### config.mk
export PLATFORM = sky130hd
export DESIGN_NAME = burst_addr_seq
export DESIGN_NICKNAME = d
export VERILOG_FILES = /design/src/rtl/bsq_pkg.sv /design/src/rtl/bsq_beat_counter.sv /design/src/rtl/bsq_order_map.sv /design/src/rtl/burst_addr_seq.sv
export SDC_FILE = /design/constraint.sdc
export NUM_CORES = 1
export LEC_CHECK = 0
export BUFFER_PORTS_ARGS = -buffer_cell sky130_fd_sc_hd__buf_2
export CAP_MARGIN = 5
export CORE_ASPECT_RATIO = 0.9
export CORE_UTILIZATION = 41
export CTS_CLUSTER_DIAMETER = 80
export DETAILED_ROUTE_END_ITERATION = 12
export PLACE_DENSITY_LB_ADDON = 0.1
export RECOVER_POWER = 50
export SLEW_MARGIN = 20
export SYNTH_ARGS = -nofsm -noshare
export SYNTH_HDL_FRONTEND = slang
export SYNTH_SLANG_ARGS = --single-unit
### constraint.sdc
create_clock -name clk -period 0.8 [get_ports clk]
set_input_delay 0.08 -clock clk [delete_from_list [all_inputs] [get_ports clk]]
set_output_delay 0.08 -clock clk [all_outputs]
set_load 0.05 [all_outputs]
### src/rtl/bsq_pkg.sv
package bsq_pkg;
    localparam int BEAT_W = 2;
    localparam int BEATS  = 1 << BEAT_W;

    typedef enum logic {
        ORD_LINEAR      = 1'b0,
        ORD_INTERLEAVED = 1'b1
    } order_e;
endpackage

### src/rtl/bsq_beat_counter.sv
module bsq_beat_counter
    import bsq_pkg::*;
#(
    parameter int BW = BEAT_W
) (
    input  logic          load,
    input  logic          step,
    input  logic [BW-1:0] beat_q,
    output logic [BW-1:0] beat_d
);
    localparam logic [BW-1:0] ONE = BW'(1);

    always_comb begin
        beat_d = beat_q;
        if (load) begin
            beat_d = '0;
        end else if (step) begin
            beat_d = beat_q + ONE;
        end
    end
endmodule

### src/rtl/bsq_order_map.sv
module bsq_order_map
    import bsq_pkg::*;
#(
    parameter int BW = BEAT_W
) (
    input  order_e        ord,
    input  logic [BW-1:0] start,
    input  logic [BW-1:0] beat,
    output logic [BW-1:0] low
);
    logic [BW-1:0] lin_d;
    logic [BW-1:0] ilv_d;

    always_comb begin
        lin_d = start + beat;
    end

    for (genvar i = 0; i < BW; i++) begin : g_ilv
        assign ilv_d[i] = start[i] ^ beat[i];
    end

    always_comb begin
        low = (ord == ORD_INTERLEAVED) ? ilv_d : lin_d;
    end
endmodule

### src/rtl/burst_addr_seq.sv
module burst_addr_seq
    import bsq_pkg::*;
#(
    parameter int ADDR_W = 16
) (
    input  logic              clk,
    input  logic              rst,
    input  logic [ADDR_W-1:0] addr_i,
    input  logic              start_p_n,
    input  logic              start_c_n,
    input  logic              step_n,
    input  logic              order_i,
    output logic [ADDR_W-1:0] addr_o,
    output logic [BEAT_W-1:0] beat_o
);
    localparam int UPPER_W = ADDR_W - BEAT_W;

    typedef struct packed {
        logic [UPPER_W-1:0] upper;
        logic [BEAT_W-1:0]  start;
        logic [BEAT_W-1:0]  beat;
        order_e             ord;
    } seq_state_t;

    seq_state_t st_d, st_q;
    logic load_d, step_d;
    logic [BEAT_W-1:0] beat_d;
    logic [BEAT_W-1:0] low_d;

    always_comb begin
        load_d = !start_p_n || !start_c_n;
        step_d = !step_n;
    end

    bsq_beat_counter #(.BW(BEAT_W)) u_cnt (
        .load   (load_d),
        .step   (step_d),
        .beat_q (st_q.beat),
        .beat_d (beat_d)
    );

    always_comb begin
        st_d      = st_q;
        st_d.beat = beat_d;
        if (load_d) begin
            st_d.upper = addr_i[ADDR_W-1:BEAT_W];
            st_d.start = addr_i[BEAT_W-1:0];
            st_d.ord   = order_e'(order_i);
        end
    end

    always_ff @(posedge clk) begin
        if (rst) begin
            st_q <= '0;
        end else begin
            st_q <= st_d;
        end
    end

    bsq_order_map #(.BW(BEAT_W)) u_map (
        .ord   (st_q.ord),
        .start (st_q.start),
        .beat  (st_q.beat),
        .low   (low_d)
    );

    always_comb begin
        addr_o = {st_q.upper, low_d};
        beat_o = st_q.beat;
    end

    assert_reset_clears_R1: assert property (@(posedge clk)
        rst |=> (beat_o == '0 && addr_o == '0));

    assert_load_captures_R2: assert property (@(posedge clk) disable iff (rst)
        (!start_p_n || !start_c_n) |=> (beat_o == '0 && addr_o == $past(addr_i)));

    assert_step_increments_R4: assert property (@(posedge clk) disable iff (rst)
        (start_p_n && start_c_n && !step_n) |=> (beat_o == BEAT_W'($past(beat_o) + 1)));

    assert_hold_stable_R8: assert property (@(posedge clk) disable iff (rst)
        (start_p_n && start_c_n && step_n) |=> ($stable(addr_o) && $stable(beat_o)));

    assert_upper_held_R9: assert property (@(posedge clk) disable iff (rst)
        (start_p_n && start_c_n) |=> $stable(addr_o[ADDR_W-1:BEAT_W]));

    assert_beat0_is_start_R5: assert property (@(posedge clk) disable iff (rst)
        (beat_o == '0) |-> (addr_o[BEAT_W-1:0] == st_q.start));
endmodule

=== Word-level counts from Yosys, hierarchy flattened ===
Index checks and enable logic that the tools add are counted.

* Mux-type cells: 1
* Reduce and logical (&&, ||, !) cells: 4
* Bitwise operators: 2
* Add/sub/neg operators: 2

{| class="wikitable"
|+ Operator list
! kind !! count
|-
| 2-bit by 1-bit adder with 2-bit output, second input constant || 1
|-
| 2-bit adder || 1
|-
| 1-bit logical NOT || 2
|-
| 2-bit 2-to-1 mux || 1
|-
| 2-bit OR reduction || 1
|-
| 1-bit XOR || 2
|-
| 1-bit logical OR || 1
|}

* Word-level logic and storage cells: 13
* Bits of input ports: 22
* Output and inout port bits: 18
* Register bits after elaboration: 19

=== Logic depth before layout (Yosys ltp) ===
Gate-level depths: netlist (run 1).

* Depth after elaboration: 3
* Gate-level depth with buffers: 5
* Gate-level depth less buffers: 3

=== Hierarchy ===
Synthesis (run 1) repeated with hierarchy kept, for this count alone.

* Cells, all modules: 109
* Area, all modules: 1072.3 um2

{| class="wikitable"
|+ Modules (own cells, without submodules)
! module !! seq. area each (um2) !! instances !! cells an instance !! area each (um2)
|-
| burst_addr_seq || 380.4 || 1 || 100 || 997.2
|-
| bsq_beat_counter || 0.0 || 1 || 5 || 38.8
|-
| bsq_order_map || 0.0 || 1 || 4 || 36.3
|}

=== Worst setup path before layout (run 1) ===
Ideal clock, no wire load.

* Path type: reg-to-output
* From: register st_q, in the netlist beat_o[0]
* To: output addr_o[1]
* Stages on the path, launching flop included: 4
* Path buffers: 0
* Arrival: 1437 ps
* Setup slack: -717 ps
* Data required time: 720 ps
* Cell sequence: dfxtp_1 ha_1 nor2b_1 xnor2_1

* Word-level cells in the longest chain between the ends: 2

{| class="wikitable"
|+ RTL lines
! element !! line !! text
|-
| start, declared || burst_addr_seq.sv:25 || <nowiki>seq_state_t st_d, st_q;</nowiki>
|-
| start signal, assigned || burst_addr_seq.sv:56 || <nowiki>st_q <= st_d;</nowiki>
|-
| 2-bit adder || bsq_order_map.sv:15 || <nowiki>lin_d = start + beat;</nowiki>
|-
| 2-bit 2-to-1 mux || bsq_order_map.sv:23 || <nowiki>low = (ord == ORD_INTERLEAVED) ? ilv_d : lin_d;</nowiki>
|-
| end, declared || burst_addr_seq.sv:13 || <nowiki>output logic [ADDR_W-1:0] addr_o,</nowiki>
|}

No other way between the ends.

=== Final worst setup path (run 1) ===
* From: register st_q[3] in the netlist's numbering
* To: output addr_o[1]

The elaborated chain is that of the path after synthesis.

==> results.py, run 1 <==
metrics = {
    "worst_setup_path": {
        "r2r-start": "beat_o[0]",
        "max_stage_delay_on_crit_path_ns": 0.36,
        "setup.worst_path.start_class": "register",
        "crit_arrival_ns": 1.25,
        "reg2reg_slack_ns": -0.18,
        "setup.worst_path.end_class": "primary output",
        "path_delay_family": "flip-flops",
        "timing.critical_path.cells": "ha_4 -> nor2b_4 -> xnor2_4 -> buf_6",
        "cp.required_ns": 0.72,
        "slowest_stage": "sky130_fd_sc_hd__dfxtp_2",
        "crit_path_max_fanout": 2,
        "crit_path_from": "st_q[3]",
        "worst-path-buf-inv": 1,
        "worstSetupPathType": "register to primary output",
    },
    "yosys": {
        "postSynthNetCount": 125,
        "avgSynthCellArea_um2": 8.722,
        "syn-instance-count": 102,
        "synthesis.yosys.warnings": 0,
        "synth_seq_cells": 19,
        "ys_seq_area_share_pct": 42.76,
        "synth_cell_types": 16,
        "yosys.area.top_type_share_pct": 42.76,
        "synthTopCellsByArea": "sky130_fd_sc_hd__dfxtp_1 43%, sky130_fd_sc_hd__buf_4 14%, sky130_fd_sc_hd__nand2_1 14%",
        "synth.largest_area_cell": "sky130_fd_sc_hd__dfxtp_1",
        "synth_area_um2": 889.6,
    },
    "die": {
        "placementRows": 15,
        "die_area_um2": 2360,
        "die_h_um": 46.19,
        "core_area_um2": 1971,
        "fp.dieW_um": 51.10,
        "starting_density_pct": 45.14,
        "io_pins": 40,
    },
    "clock_network": {
        "clkTransAtPathRegs_ns": 0.10,
        "tritoncts": "done",
        "cts_root_buffer": "sky130_fd_sc_hd__clkbuf_4",
        "worst_skew_pair.late_latency_ns": 0.29,
        "htree_num_levels": 1,
        "cts_buffers": 3,
        "cts_num_sinks": 19,
        "clock_tree.buffer_depth": 2,
    },
    "worst_hold_path": {
        "hp-class": "input port to register",
        "worstHoldStart": "addr_i[1]",
    },
    "sta": {
        "min_period_over_period_pct": 165.9,
        "fin_ws_ns": -0.5268,
        "slew_headroom_pct": 81.44,
        "layout_min_cycle_time_ns": 1.327,
        "setup_viol": 20,
        "tightest_slew_ns": 0.2784,
        "report.final.hold_viol_count": 0,
        "hold_ws_ns": 0.01604,
        "largest_clock_skew_in_the_final_design_ns": 0.0003788,
        "grt_setup_unrepaired": "yes",
        "slew_viol_final": 0,
        "timing.fmax_mhz": 753.7,
    },
    "grt": {
        "grt_first_pass_wirelength_mm": 2.987,
        "grt_util_met3_pct": 5.941,
        "globalRouteMet2Util_pct": 32.37,
        "gr-usage-met1_pct": 18.38,
        "via_count_of_the_first_global_routing_pass": 713,
        "grt_antenna_before_repair": 0,
        "gr-total-overflow": 0,
        "largest_net_degree_at_the_start_of_global_routing": 18,
        "grt-busiest-layer": "met2",
        "grt.total_usage_pct": 18.07,
    },
    "place": {
        "post_placement_cell_count": 152,
        "place.gp.congestion": 0.7154,
        "port-buffer-count": 39,
        "dp_hpwl_mm": 1.143,
    },
    "route": {
        "drt_first_iter_violations": 11,
        "drc_errors": 0,
        "post_drt_wl_per_cell_um": 11.08,
        "drtAntennaViolNets": 0,
        "route.detailed.vias_per_inst": 4.532,
        "totalWireLength_mm": 1.895,
        "detailroute.via_count": 775,
        "drt_pass1_iterations": 4,
    },
    "run_status": {
        "run_status": "finished, violations left",
        "violations": "setup timing",
    },
    "pwr": {
        "leakage_nw": 0.6236,
        "vdd_drop_max_v": 0.001212,
        "power_density_nw_per_um2": 1532,
    },
    "final_layout": {
        "post_route_cells_drive_above_1_share_pct": 58.90,
        "n_fill_cell": 155,
        "footprint_of_the_multi_input_gates_um2": 404.1,
        "finish.net_count": 170,
        "final_std_cells_w_o_fill": 171,
        "antennaDiodeCount": 0,
        "areaGrowthSynthToFinish_pct": 60.76,
        "sequential_cell_area_um2": 397.9,
    },
    "flow_run": {
        "maxCapViolations": 0,
    },
}
-- cells in the final DEF (no fill, tap or decap) --
master | synthesis | final
sky130_fd_sc_hd__clkbuf_4 | 0 | 3
sky130_fd_sc_hd__buf_12 | 1 | 2
sky130_fd_sc_hd__nand2_2 | 3 | 3
sky130_fd_sc_hd__dfxtp_1 | 19 | 5
sky130_fd_sc_hd__xnor2_1 | 3 | 1
sky130_fd_sc_hd__a21oi_1 | 7 | 8
sky130_fd_sc_hd__nor4_4 | 0 | 1
sky130_fd_sc_hd__buf_4 | 16 | 8
sky130_fd_sc_hd__nor3_1 | 1 | 1
sky130_fd_sc_hd__buf_6 | 0 | 8
sky130_fd_sc_hd__dfxtp_2 | 0 | 14
sky130_fd_sc_hd__ha_4 | 0 | 1
sky130_fd_sc_hd__dlygate4sd3_1 | 0 | 11
sky130_fd_sc_hd__a21oi_2 | 10 | 9
sky130_fd_sc_hd__clkbuf_1 | 0 | 1
sky130_fd_sc_hd__buf_8 | 1 | 11
sky130_fd_sc_hd__nor2b_1 | 3 | 1
sky130_fd_sc_hd__buf_2 | 2 | 21
sky130_fd_sc_hd__xnor2_2 | 0 | 1
sky130_fd_sc_hd__and2_4 | 1 | 1
sky130_fd_sc_hd__xnor2_4 | 0 | 1
sky130_fd_sc_hd__nand2_1 | 32 | 32
sky130_fd_sc_hd__nor2b_4 | 0 | 2
-- state kept, by name, indices dropped and copies added (netlist names) --
name    cells
st_q        3
beat_o      2
addr_o     14
-- metal layers --
metal	part of all wire, %	routed length, um	vias to the layer above
li1	-	-	395
met1	44	826	351
met2	49	935	25
met3	5.0	94	4
met4	2.1	40	0
met5	0	0	-
-- final cells by class --
type                    instances  share of cell area, %
multi-input cells              62                  28.26
well taps                      25                  2.187
repair buffers                 61                  39.90
clock buffers                   4                  1.837
flip-flops and latches         19                  27.82
-- report_power, final --
part           switching [mW]  internal, mW  leakage, nW  total, mW
logic                   0.345         0.305        0.447      0.650
clock network           0.294         0.195       0.0150      0.489
registers              0.0438          1.01        0.162       1.05
total                   0.683          1.51        0.624       2.19
-- Yosys cell counts --
master,instances
sky130_fd_sc_hd__a21oi_2,10
sky130_fd_sc_hd__buf_2,2
sky130_fd_sc_hd__buf_4,16
sky130_fd_sc_hd__nor2b_1,3
sky130_fd_sc_hd__nand2_2,3
sky130_fd_sc_hd__buf_12,1
sky130_fd_sc_hd__a21oi_1,7
sky130_fd_sc_hd__xnor2_1,3
sky130_fd_sc_hd__ha_1,1
sky130_fd_sc_hd__and2_4,1
sky130_fd_sc_hd__nor3_1,1
sky130_fd_sc_hd__dfxtp_1,19
sky130_fd_sc_hd__nor4_1,1
sky130_fd_sc_hd__clkbuf_2,1
sky130_fd_sc_hd__buf_8,1
sky130_fd_sc_hd__nand2_1,32
-- through the flow --
step	TNS, ns	worst slack, ns	utilization (%)	cell area (um^2)	power, mW
after floorplan	-0.2333	-0.2333	-	933.4	1.470
after global placement	-0.6234	-0.2988	54.16	1067	1.534
after detailed placement	-0.6732	-0.3072	54.16	1067	1.541
after CTS	-3.303	-0.5577	70.16	1383	2.197
after global routing	-3.604	-0.5926	72.57	1430	2.305
final	-2.781	-0.5268	72.57	1430	2.191
-- worst reg2reg max path, delay by kind of cell, from the launching register on --
family,cells,cell delay [ns]
xor gates and xnor gates,1,0.13
buffers and inverters,1,0.13
and+or+nand+nor,2,0.25
DFF,1,0.36
-- logic make-up after synthesis --
| logic type | share of synthesized area, % |
|---|---|
| AOI/OAI and AO/OA | 13.78 |
| DFF | 42.76 |
| xor gates and xnor gates | 2.954 |
| adders and majority gates | 1.406 |
| buffers and inverters | 19.13 |
| and+or+nand+nor | 19.97 |
-- what timing repair did --
item | in CTS | in global routing
pin swaps | 2 | 1
buffers inserted | 3 | 2
hold buffers | 9 | 2
endpoints found under the setup margin | 20 | 20
endpoints found under the hold margin | 9 | 2
gates cloned | 0 | 0
resized for setup | 61 | 7
-- final timing paths --
| kind | cells after the start | end |
|---|---|---|
| setup / recovery | 4 | addr_o[1] |
| hold / removal | 3 | st_q[4] |
| setup reg to reg | 4 | beat_o[1] |
| hold reg to reg | 2 | addr_o[13] |
No activity file was read; power rests on OpenSTA's default activity.
==> inputs of run 2 (changes only) <==
Settings changed: CORE_UTILIZATION 41 to 43, CTS_BUF_LIST set to sky130_fd_sc_hd__clkbuf_8.
==> run 2 against run 1 <==
  * Global-route usage is 0.86 points lower
  * Clock skew hardly changed
  * Largest power group unchanged
  * Count of clock-buffer cells in the layout is 1 lower
  * The run still ends with setup timing left
==> results.py, run 2 (synthesized netlist as in run 1, its figures left out) <==
metrics = {
    "run_status": {
        "run_status": "finished, violations left",
        "violations": "setup timing",
    },
    "final_layout": {
        "finish.net_count": 158,
        "post_route_cells_drive_above_1_share_pct": 64.18,
        "largest_register_ffs": 14,
        "footprint_of_the_multi_input_gates_um2": 400.4,
        "antennaDiodeCount": 0,
        "stdcell_area_um2": 1334,
        "final_core_utilization_pct": 69.00,
        "sequential_cell_area_um2": 397.9,
        "mostFrequentLayoutCell": "sky130_fd_sc_hd__nand2_1",
        "n_fill_cell": 157,
        "layout.cells.most_common_list": "32 x sky130_fd_sc_hd__nand2_1, 20 x sky130_fd_sc_hd__buf_2, 15 x sky130_fd_sc_hd__buf_8",
        "areaGrowthSynthToFinish_pct": 49.93,
    },
    "sta": {
        "largest_clock_skew_in_the_final_design_ns": 0.0002396,
        "slew_viol_final": 0,
        "slew_headroom_pct": 74.00,
        "timing.fmax_mhz": 776.9,
        "min_period_over_period_pct": 160.9,
        "report.final.hold_viol_count": 0,
        "fin_ws_ns": -0.4872,
        "setup_viol": 20,
        "grt_setup_unrepaired": "yes",
        "layout_min_cycle_time_ns": 1.287,
        "tightest_slew_ns": 0.3886,
    },
    "worst_setup_path": {
        "crit_arrival_ns": 1.21,
        "cp.required_ns": 0.72,
        "setup.worst_path.end_class": "primary output",
        "setup.worst_path.start_class": "register",
        "worstSetupPathType": "register to primary output",
        "crit_path_max_fanout": 2,
    },
    "flow_run": {
        "maxCapViolations": 0,
    },
    "place": {
        "place_ws_ns": -0.3115,
        "dp_hpwl_mm": 1.100,
        "dpl_cell_area_um2": 1040,
        "place.gp.congestion": 0.6566,
        "port-buffer-count": 39,
    },
    "die": {
        "core_area_um2": 1933,
        "starting_density_pct": 46.02,
        "die_area_um2": 2255,
        "die_h_um": 45.15,
        "placementRows": 15,
        "fp.dieW_um": 49.95,
        "io_pins": 40,
    },
    "route": {
        "post_drt_wl_per_cell_um": 11.10,
        "drt_first_iter_violations": 4,
        "totalWireLength_mm": 1.765,
        "detailroute.via_count": 720,
        "drt_pass1_iterations": 3,
        "drc_errors": 0,
        "drtAntennaViolNets": 0,
        "route.detailed.vias_per_inst": 4.528,
    },
    "clock_network": {
        "clock_tree.buffer_depth": 2,
        "cts_buffers": 3,
        "cts_root_buffer": "sky130_fd_sc_hd__clkbuf_8",
        "tritoncts": "done",
        "ctsHoldBuffers": 0,
        "clkTransAtPathRegs_ns": 0.07,
        "worst_skew_pair.late_latency_ns": 0.25,
        "htree_num_levels": 1,
        "cts_num_sinks": 19,
    },
    "pwr": {
        "power_density_nw_per_um2": 1725,
        "vdd_drop_max_v": 0.001163,
        "leakage_nw": 0.5825,
    },
    "grt": {
        "grt_antenna_before_repair": 0,
        "via_count_of_the_first_global_routing_pass": 688,
        "grt_first_pass_wirelength_mm": 2.842,
        "grt.total_usage_pct": 17.21,
        "gr-total-overflow": 0,
        "largest_net_degree_at_the_start_of_global_routing": 20,
    },
    "worst_hold_path": {
        "hp-class": "input port to register",
    },
}
[run 2: path summary, 6_finish.rpt]
kind                   start  slack, ns  cells after the start         end
setup reg to reg   beat_o[0]      -0.23                      5   beat_o[1]
hold / removal    addr_i[15]       0.06                      3  addr_o[15]
setup / recovery   beat_o[0]      -0.49                      4   addr_o[1]
hold reg to reg   addr_o[12]       0.46                      2  addr_o[12]
[run 2: report_power, final]
| group | switching, mW | total (mW) | leakage (nW) | internal [mW] |
|---|---|---|---|---|
| registers | 0.0448 | 1.05 | 0.162 | 1.01 |
| logic | 0.334 | 0.600 | 0.395 | 0.265 |
| clock network | 0.302 | 0.647 | 0.0255 | 0.345 |
[run 2: routing by layer]
metal	vias to the layer above	GRT usage, %	part of all wire (%)
met4	0	8.571	0.57
met3	2	4.377	3.7
li1	371	-	-
met5	-	0	0
met1	327	19.10	44
met2	20	31.08	52
[run 2: critical path, stage by stage (launching register included)]
cell                      delay [ns]
sky130_fd_sc_hd__dfxtp_2        0.36
sky130_fd_sc_hd__ha_4           0.12
sky130_fd_sc_hd__nor2b_4        0.18
sky130_fd_sc_hd__xnor2_4        0.13
sky130_fd_sc_hd__buf_6          0.17
[run 2: layout make-up]
cell class,instances,share of cell area (%)
Timing Repair Buffer,49,34.33
Clock inverter,1,0.3752
Tap cell,25,2.345
Sequential cell,19,29.83
Multi-Input combinational cell,62,30.02
Clock buffer,3,3.096
[run 2: per-stage QoR]
step	hold WS, ns	std cells	total power [mW]	TNS (ns)
floorplan	0.2205	102	1.470	-0.2333
global placement	0.3255	150	1.518	-0.6828
detailed placement	0.3339	150	1.523	-0.9184
CTS	0.05384	157	2.295	-1.923
global route	0.06304	159	2.415	-2.498
finish	0.05577	159	2.301	-1.865
[run 2: what timing repair did]
item,in CTS,in global routing
pin swaps,4,2
buffers inserted,3,3
gates cloned,0,0
resized for setup,61,12
setup endpoints to repair,20,20
